<file path="src/rtl/cdt_pkg.sv">
package cdt_pkg;
  typedef enum logic [1:0] {
    ADDR_CTRL   = 2'd0,
    ADDR_RELOAD = 2'd1,
    ADDR_COUNT  = 2'd2,
    ADDR_FLAGS  = 2'd3
  } addr_e;

  typedef struct packed {
    logic       pulse_mode;
    logic       irq_en;
    logic [1:0] src;
    logic       run;
  } ctrl_t;

  localparam int CTRL_W  = $bits(ctrl_t);
  localparam int N_FLAGS = 3;
  localparam int FLAG_TMR = 0;
  localparam int FLAG_ALM = 1;
  localparam int FLAG_MS  = 2;
endpackage

</file>
<file path="src/rtl/cdt_tick_sel.sv">
module cdt_tick_sel #(
  parameter int N_SRC = 4,
  localparam int SEL_W = $clog2(N_SRC)
) (
  input  logic [N_SRC-1:0] tick_i,
  input  logic [SEL_W-1:0] sel_i,
  output logic             tick_o
);
  logic [N_SRC-1:0] hit;
  for (genvar g = 0; g < N_SRC; g++) begin : g_src
    assign hit[g] = tick_i[g] && (sel_i == SEL_W'(g));
  end
  assign tick_o = |hit;
endmodule

</file>
<file path="src/rtl/cdt_counter.sv">
module cdt_counter #(
  parameter int CNT_W = 8
) (
  input  logic             clk_i,
  input  logic             rst_ni,
  input  logic             run_i,
  input  logic             start_i,
  input  logic             tick_i,
  input  logic [CNT_W-1:0] reload_i,
  output logic [CNT_W-1:0] count_o,
  output logic             end_o
);
  logic [CNT_W-1:0] cnt_q;
  logic             arm_q;
  logic             at_last;
  logic             adv;

  assign adv     = run_i && tick_i;
  assign at_last = (cnt_q == '0) || (cnt_q == CNT_W'(1));
  assign end_o   = adv && !arm_q && at_last;
  assign count_o = cnt_q;

  always_ff @(posedge clk_i or negedge rst_ni) begin
    if (!rst_ni) begin
      cnt_q <= '0;
      arm_q <= 1'b0;
    end else begin
      if (start_i)      arm_q <= 1'b1;
      else if (!run_i)  arm_q <= 1'b0;
      else if (tick_i)  arm_q <= 1'b0;
      if (adv) begin
        if (arm_q || at_last) cnt_q <= reload_i;
        else                  cnt_q <= cnt_q - CNT_W'(1);
      end
    end
  end
endmodule

</file>
<file path="src/rtl/cdt_flags.sv">
module cdt_flags #(
  parameter int N = 3
) (
  input  logic         clk_i,
  input  logic         rst_ni,
  input  logic [N-1:0] set_i,
  input  logic         wr_i,
  input  logic [N-1:0] wdata_i,
  output logic [N-1:0] flags_o
);
  logic [N-1:0] flags_q;
  logic [N-1:0] kept;

  // write-AND, event set wins over same-cycle clear
  assign kept    = wr_i ? (flags_q & wdata_i) : flags_q;
  assign flags_o = flags_q;

  always_ff @(posedge clk_i or negedge rst_ni) begin
    if (!rst_ni) flags_q <= '0;
    else         flags_q <= kept | set_i;
  end
endmodule

</file>
<file path="src/rtl/cd_timer.sv">
module cd_timer #(
  parameter int N_SRC  = 4,
  parameter int CNT_W  = 8,
  parameter int DATA_W = 8,
  parameter int ADDR_W = 2
) (
  input  logic              clk_i,
  input  logic              rst_ni,
  input  logic [N_SRC-1:0]  tick_i,
  input  logic              we_i,
  input  logic [ADDR_W-1:0] addr_i,
  input  logic [DATA_W-1:0] wdata_i,
  output logic [DATA_W-1:0] rdata_o,
  input  logic              alarm_evt_i,
  input  logic              ms_evt_i,
  output logic              irq_o
);
  import cdt_pkg::*;

  ctrl_t                ctrl_q;
  ctrl_t                ctrl_wr;
  logic [CNT_W-1:0]     reload_q;
  logic [CNT_W-1:0]     count;
  logic [N_FLAGS-1:0]   flags_q;
  logic [N_FLAGS-1:0]   flag_set;
  logic                 sel_tick;
  logic                 period_end;
  logic                 pulse_q;
  logic                 start;
  logic                 we_ctrl, we_reload, we_flags;

  assign we_ctrl   = we_i && (addr_i == ADDR_W'(ADDR_CTRL));
  assign we_reload = we_i && (addr_i == ADDR_W'(ADDR_RELOAD));
  assign we_flags  = we_i && (addr_i == ADDR_W'(ADDR_FLAGS));
  assign ctrl_wr   = ctrl_t'(wdata_i[CTRL_W-1:0]);
  assign start     = we_ctrl && ctrl_wr.run && !ctrl_q.run;

  always_ff @(posedge clk_i or negedge rst_ni) begin
    if (!rst_ni) begin
      ctrl_q   <= '0;
      reload_q <= '0;
      pulse_q  <= 1'b0;
    end else begin
      if (we_ctrl)   ctrl_q   <= ctrl_wr;
      if (we_reload) reload_q <= wdata_i[CNT_W-1:0];
      pulse_q <= period_end;
    end
  end

  cdt_tick_sel #(.N_SRC(N_SRC)) u_sel (
    .tick_i (tick_i),
    .sel_i  (ctrl_q.src),
    .tick_o (sel_tick)
  );

  cdt_counter #(.CNT_W(CNT_W)) u_cnt (
    .clk_i    (clk_i),
    .rst_ni   (rst_ni),
    .run_i    (ctrl_q.run),
    .start_i  (start),
    .tick_i   (sel_tick),
    .reload_i (reload_q),
    .count_o  (count),
    .end_o    (period_end)
  );

  always_comb begin
    flag_set           = '0;
    flag_set[FLAG_TMR] = period_end;
    flag_set[FLAG_ALM] = alarm_evt_i;
    flag_set[FLAG_MS]  = ms_evt_i;
  end

  cdt_flags #(.N(N_FLAGS)) u_flags (
    .clk_i   (clk_i),
    .rst_ni  (rst_ni),
    .set_i   (flag_set),
    .wr_i    (we_flags),
    .wdata_i (wdata_i[N_FLAGS-1:0]),
    .flags_o (flags_q)
  );

  assign irq_o = ctrl_q.irq_en && (ctrl_q.pulse_mode ? pulse_q : flags_q[FLAG_TMR]);

  always_comb begin
    case (addr_i)
      ADDR_W'(ADDR_CTRL):   rdata_o = DATA_W'(ctrl_q);
      ADDR_W'(ADDR_RELOAD): rdata_o = DATA_W'(reload_q);
      ADDR_W'(ADDR_COUNT):  rdata_o = DATA_W'(count);
      default:              rdata_o = DATA_W'(flags_q);
    endcase
  end
endmodule

</file>
<file path="config.mk">
export PLATFORM = sky130hd
export DESIGN_NAME = cd_timer
export DESIGN_NICKNAME = d
export VERILOG_FILES = /design/src/rtl/cdt_pkg.sv /design/src/rtl/cdt_tick_sel.sv /design/src/rtl/cdt_counter.sv /design/src/rtl/cdt_flags.sv /design/src/rtl/cd_timer.sv
export SDC_FILE = /design/constraint.sdc
export NUM_CORES = 1
export LEC_CHECK = 0
export CORE_MARGIN = 2
export CORE_UTILIZATION = 56
export DETAILED_ROUTE_END_ITERATION = 6
export DONT_BUFFER_PORTS = 1
export PLACE_DENSITY = 0.81
export SLEW_MARGIN = 20
export SYNTH_ARGS = -nofsm -noshare
export SYNTH_HDL_FRONTEND = slang
export SYNTH_SLANG_ARGS = --single-unit
</file>
<file path="constraint.sdc">
create_clock -name clk_i -period 2.1 [get_ports clk_i]
set_clock_uncertainty 0.15 [all_clocks]
set_input_delay 0.525 -clock clk_i [delete_from_list [all_inputs] [get_ports clk_i]]
set_output_delay 0.525 -clock clk_i [all_outputs]
set_load 0.05 [all_outputs]
</file>
# Word level (Yosys, flattened, before mapping)
# Index checks and enable logic that the tools add are counted.
totals:
  mem_count: 0
  ram_bits: 0
  latchBits: 0
  ff_bits: 26
  elab_cells: 48
  input_bits: 19
  mem_bits_ro: 0
classes:
  mux: 7
  multipliers: 0
  div: 0
  eq_ne: 8
  order_cmp: 0
  bitwise: 2
  add_sub_neg: 1
  shifts: 0
  reduce_logical: 21
ops:
  columns: ["operator", "n"]
  rows:
  - ["case mux 8 bit (3 select lines)", 1]
  - ["logical AND 1 bit", 13]
  - ["equality test 2 bit, second input constant", 4]
  - ["equality test 8 x 1 -> 1 bit, second input constant", 1]
  - ["zero test 8 bit", 1]
  - ["2-to-1 mux 8 bit", 1]
  - ["subtractor 8 x 1 -> 8 bit, second input constant", 1]
  - ["equality test 2 x 1 -> 1 bit, second input constant", 2]
  - ["zero test 2 bit", 2]
  - ["2-to-1 mux 1 bit", 4]
  - ["OR reduction 4 bit", 1]
  - ["AND 3 bit", 1]
  - ["2-to-1 mux 3 bit", 1]
  - ["inequality test 3 x 1 -> 1 bit, second input constant", 1]
  - ["OR 3 bit", 1]
  - ["zero test 1 bit", 2]
  - ["logical OR 1 bit", 2]

# Logic depth before layout (Yosys ltp)
depth:
  depth_word: 7
  depth_mapped: 7

# Cells and area by module
# From an unflattened synthesis, not the netlist that was laid out.
unflattened:
  hier_cells: 124
  hier_area_um2: 1498.9
by_module_without_submodules:
  columns: ["module", "area_each_um2", "instances", "cells_each"]
  rows:
  - ["cd_timer", 747.0, 1, 47]
  - ["cdt_counter", 613.1, 1, 67]
  - ["cdt_flags", 116.4, 1, 9]
  - ["cdt_tick_sel", 22.5, 1, 1]

# Worst setup path after synthesis
# OpenSTA, ideal clock, no wires.
synth_timing:
  path_type: "in2out"
  from: "in addr_i[0]"
  to: "out rdata_o[3]"
  arrival_time_ns: 1.912
  path_slack_ns: -0.487
  path_stages: 3
  t_required_ns: 1.425
  path_cell_list: "buf_2 mux2i_1 o21ai_0"
synth_between:
  elab_chain_cells: 2
synth_lines:
  columns: ["element", "line", "source"]
  rows:
  - ["start, declared", "cd_timer.sv:11", "input logic [ADDR_W-1:0] addr_i,"]
  - ["equality test 2 bit (tied with other cells)", "cd_timer.sv:86", "case (addr_i)"]
  - ["case mux 8 bit (3 select lines) *", "cd_timer.sv:86", null]
  - ["end, declared", "cd_timer.sv:13", "output logic [DATA_W-1:0] rdata_o,"]
# Every way passes the cells marked *; elsewhere a longest branch is shown, timed or not.

# Worst setup path in the final report
layout_timing:
  from: "reg u_cnt.cnt_q[1], in the netlist u_cnt.count_o[1]"
  to: "reg u_cnt.cnt_q[4], in the netlist u_cnt.count_o[4]"
layout_between:
  elab_chain_cells: 4
layout_lines:
  columns: ["element", "line", "source"]
  rows:
  - ["start, declared", "cdt_counter.sv:13", "logic [CNT_W-1:0] cnt_q;"]
  - ["start signal, assigned", "cdt_counter.sv:32", "if (arm_q || at_last) cnt_q <= reload_i;"]
  - ["start signal, assigned", "cdt_counter.sv:33", "else cnt_q <= cnt_q - CNT_W'(1);"]
  - ["parallel branches: the longest is 3 deep, another holds subtractor 8 x 1 -> 8 bit", null, null]
  - ["2-to-1 mux 8 bit *", "cdt_counter.sv:32", null]
# Every way passes the cells marked *.
# A chain may end at the register's enable or synchronous reset.

==> flow_summary.yaml <==
final_layout:
  fillerInstances: 182
  post_route_cells_drive_above_1_share: 0.3493
  layout.nets: 169
  layout_common_cells: "sky130_fd_sc_hd__dfrtp_1 (25), sky130_fd_sc_hd__buf_4 (15), sky130_fd_sc_hd__mux2_2 (12), sky130_fd_sc_hd__o21ai_0 (11), sky130_fd_sc_hd__nand2_1 (9)"
  number_of_inserted_diodes: 0
  fin_util: 0.6881
  mostFrequentLayoutCell: "sky130_fd_sc_hd__dfrtp_1"
  syn2layout_area_growth_pct: 16.48
yosys:
  synth_top_area_frac: 0.4487
  main_combinational_cell_family_by_area_after_synthesis: "multiplexers"
  synth_fp_nets: 149
  synth_async_sr_flop_share: 1.000
  syn-instance-count: 127
  xor_and_xnor_fraction_of_the_mapped_netlist_area: 0
  synth_area_leader_cell: "sky130_fd_sc_hd__dfrtp_1"
  synth_compound_area_frac: 0.1406
  ys_seq_area_frac: 0.4487
  postSynthRegisterBits: 26
  synth_edf_count: 0
  synth_area_leaders: "sky130_fd_sc_hd__dfrtp_1 (45%), sky130_fd_sc_hd__mux2_2 (9.3%), sky130_fd_sc_hd__mux4_2 (4.7%)"
  postSynthAreaPerCell_um2: 11.42
  synth-main-ff-cell: "sky130_fd_sc_hd__dfrtp_1"
  ys_types: 36
  synth_area_mm2: 0.001450
  synth-warning-count: 0
  synth_mux_area_frac: 0.1855
  synthSimpleGateAreaFrac: 0.1665
  yosys.area_share.adder: 0.02588
global_route:
  grt_use_total: 0.2627
  grt_max_degree: 27
  grt_first_pass_wirelength_um: 5451
  grt-ovfl-total: 0
  grt_antenna_before_repair: 0
  first_global_vias: 1121
job:
  drv.max_cap_violation_count: 0
critical_path:
  timing_worst_setup_path_type: "reg -> reg"
  crit_path_end_kind: "flop"
  cp.arrival_ns: 2.17
  start_kind: "flop"
  cp.required_ns: 2.16
  path_max_fanout: 3
detailed_routing:
  vias_per_cell: 6.352
  dr.first_iter.drc_count: 28
  postRouteWirelength_um: 3435
  post-route-drc-count: 0
  vias_after_detailed_routing: 1118
  count_of_nets_left_with_antenna_violations_after_detail_routing: 0
  route.detailed.wl_per_inst_um: 19.52
  drtPass1Iterations: 4
power_and_ir_drop:
  power.density_mw_per_mm2: 1137
  design_power_total_mw: 1.921
  leakage_nw: 0.7060
  power.ir.vdd_worst_mv: 0.8885
sta:
  slew-limit-headroom: 0.5429
  timing.hold.ws_ns: 0.1555
  final-hold-violation-count: 0
  worst-slew-pin-transition_ns: 0.6804
  finalWorstSetupSlack_ns: -0.005214
  layout_worst_path_cycle_share: 1.002
  timing.final.setup_violations: 1
  fmaxAchievable_mhz: 475.0
  finalWorstPathRequiredPeriod_ns: 2.105
  rsz_0062_raised_after_global_routing: "true"
  report.final.slew_viol_count: 0
cts:
  numCtsBuffers: 3
  root_buffer: "sky130_fd_sc_hd__clkbuf_4"
  tritoncts: "yes"
  clock_sinks: 26
  htree_num_levels: 1
  clk_path_buf_depth: 2
  clock_insertion_delay_worst_skew_ns: 0.32
  clkSlewWorstSetupHoldPaths_ns: 0.14
floorplanning:
  floorplan.initialDensity: 0.5907
  design.core.area_mm2: 0.002455
  dieHeight_um: 54.89
  top_level_ports: 28
  die-width_um: 54.89
  die_area_mm2: 0.003012
  rows: 18
placement:
  routabilityCongestion: 0.8480
  number_of_i_o_port_buffers: 0
run_status:
  failed_checks: "negative setup slack"
  status: "complete, but fails checks"
hold_path:
  hp-class: "in -> reg"
metal layers:
layer  share of wire  vias to the layer above  wire [µm]  GRT usage
met2            0.49                       54       1679     0.4067
met1            0.42                      539       1452     0.3506
met5               0                        -          0          0
met3           0.058                       12        200    0.05464
met4           0.030                        0        103     0.1250
li1                -                      513          -          -
repair_timing:
action                                  CTS  global route
pin swaps                                 0             0
resized for setup                         3             2
endpoints found under the setup margin    3             5
hold buffers                              2             0
endpoints found under the hold margin    26             0
setup buffers                             5             4
synth_stat cells, drive strengths merged, types with 2 or more instances:
cell / count
a2bb2oi: 5
buf: 4
nand3b: 2
mux2: 12
nand3: 2
dfrtp: 26
nor2b: 4
nor3b: 2
o21ai: 13
and2: 2
nor2: 3
a22o: 3
a21oi: 5
inv: 4
or3b: 2
nand4b: 3
mux2i: 4
nand2: 9
nor3: 3
ha: 3
nand2b: 3
mux4: 4
layout make-up:
cell class / instances / area [µm²] / area share
Multi-Input combinational cell: 92 / 754.5 / 0.4467
Sequential cell: 26 / 651.9 / 0.3859
Timing Repair Buffer: 20 / 193.9 / 0.1148
Tap cell: 30 / 37.54 / 0.02222
Clock buffer: 4 / 36.28 / 0.02148
Inverter: 4 / 15.01 / 0.008889
registers in the layout, indices dropped and copies added, names as in the netlist:
register / count
u_cnt.count_o: 8
reload_q: 8
ctrl_q: 5
u_flags.flags_o: 3
u_cnt.arm_q: 1
pulse_q: 1
power breakdown:
part	total, mW	internal [mW]	switching, mW
Sequential	0.794	0.633	0.161
Combinational	0.873	0.408	0.465
Clock	0.254	0.106	0.148
worst paths after layout:
| path | startpoint | depth (start not counted) | slack (ns) | to |
|---|---|---|---|---|
| worst max register to register | u_cnt.count_o[1]$_DFFE_PN0P_ | 7 | -0.005 | u_cnt.count_o[4]$_DFFE_PN0P_ |
| min in group asynchronous | rst_ni | 2 | 0.46 | u_cnt.arm_q$_DFFE_PN0P_ |
| worst max-delay path | u_cnt.count_o[1]$_DFFE_PN0P_ | 7 | -0.005 | u_cnt.count_o[4]$_DFFE_PN0P_ |
| worst min-delay path | alarm_evt_i | 1 | 0.16 | u_flags.flags_o[1]$_DFF_PN0_ |
| max in group asynchronous | rst_ni | 2 | 1.18 | u_cnt.count_o[2]$_DFFE_PN0P_ |
| worst min register to register | u_flags.flags_o[2]$_DFF_PN0_ | 2 | 0.40 | u_flags.flags_o[2]$_DFF_PN0_ |
per-stage QoR:
stage	TNS (ns)	worst slack [ns]	cells	instance area, µm²
floorplan	-0.5347	-0.2074	127	1454
global placement	0	0.1177	161	1551
detailed placement	0	0.1300	161	1551
CTS	0	0.002338	172	1657
global route	-0.06762	-0.03990	176	1689
finish	-0.005214	-0.005214	176	1689
cell families after synthesis:
kind of cell,Yosys count
AOI/OAI and AO/OA,31
adders and majority gates,3
buffers and inverters,9
DFF,26
muxes,20
and+or+nand+nor,38
critical path: stages, from the launching register on:
cell and delay [ns]:
sky130_fd_sc_hd__dfrtp_1 0.41, sky130_fd_sc_hd__buf_4 0.14, sky130_fd_sc_hd__inv_2 0.07, sky130_fd_sc_hd__ha_2 0.19, sky130_fd_sc_hd__or3b_1 0.37, sky130_fd_sc_hd__or3b_2 0.46
sky130_fd_sc_hd__o21ai_0 0.11, sky130_fd_sc_hd__a2bb2oi_1 0.10
Note: power is estimated with default switching activity, not from simulation.
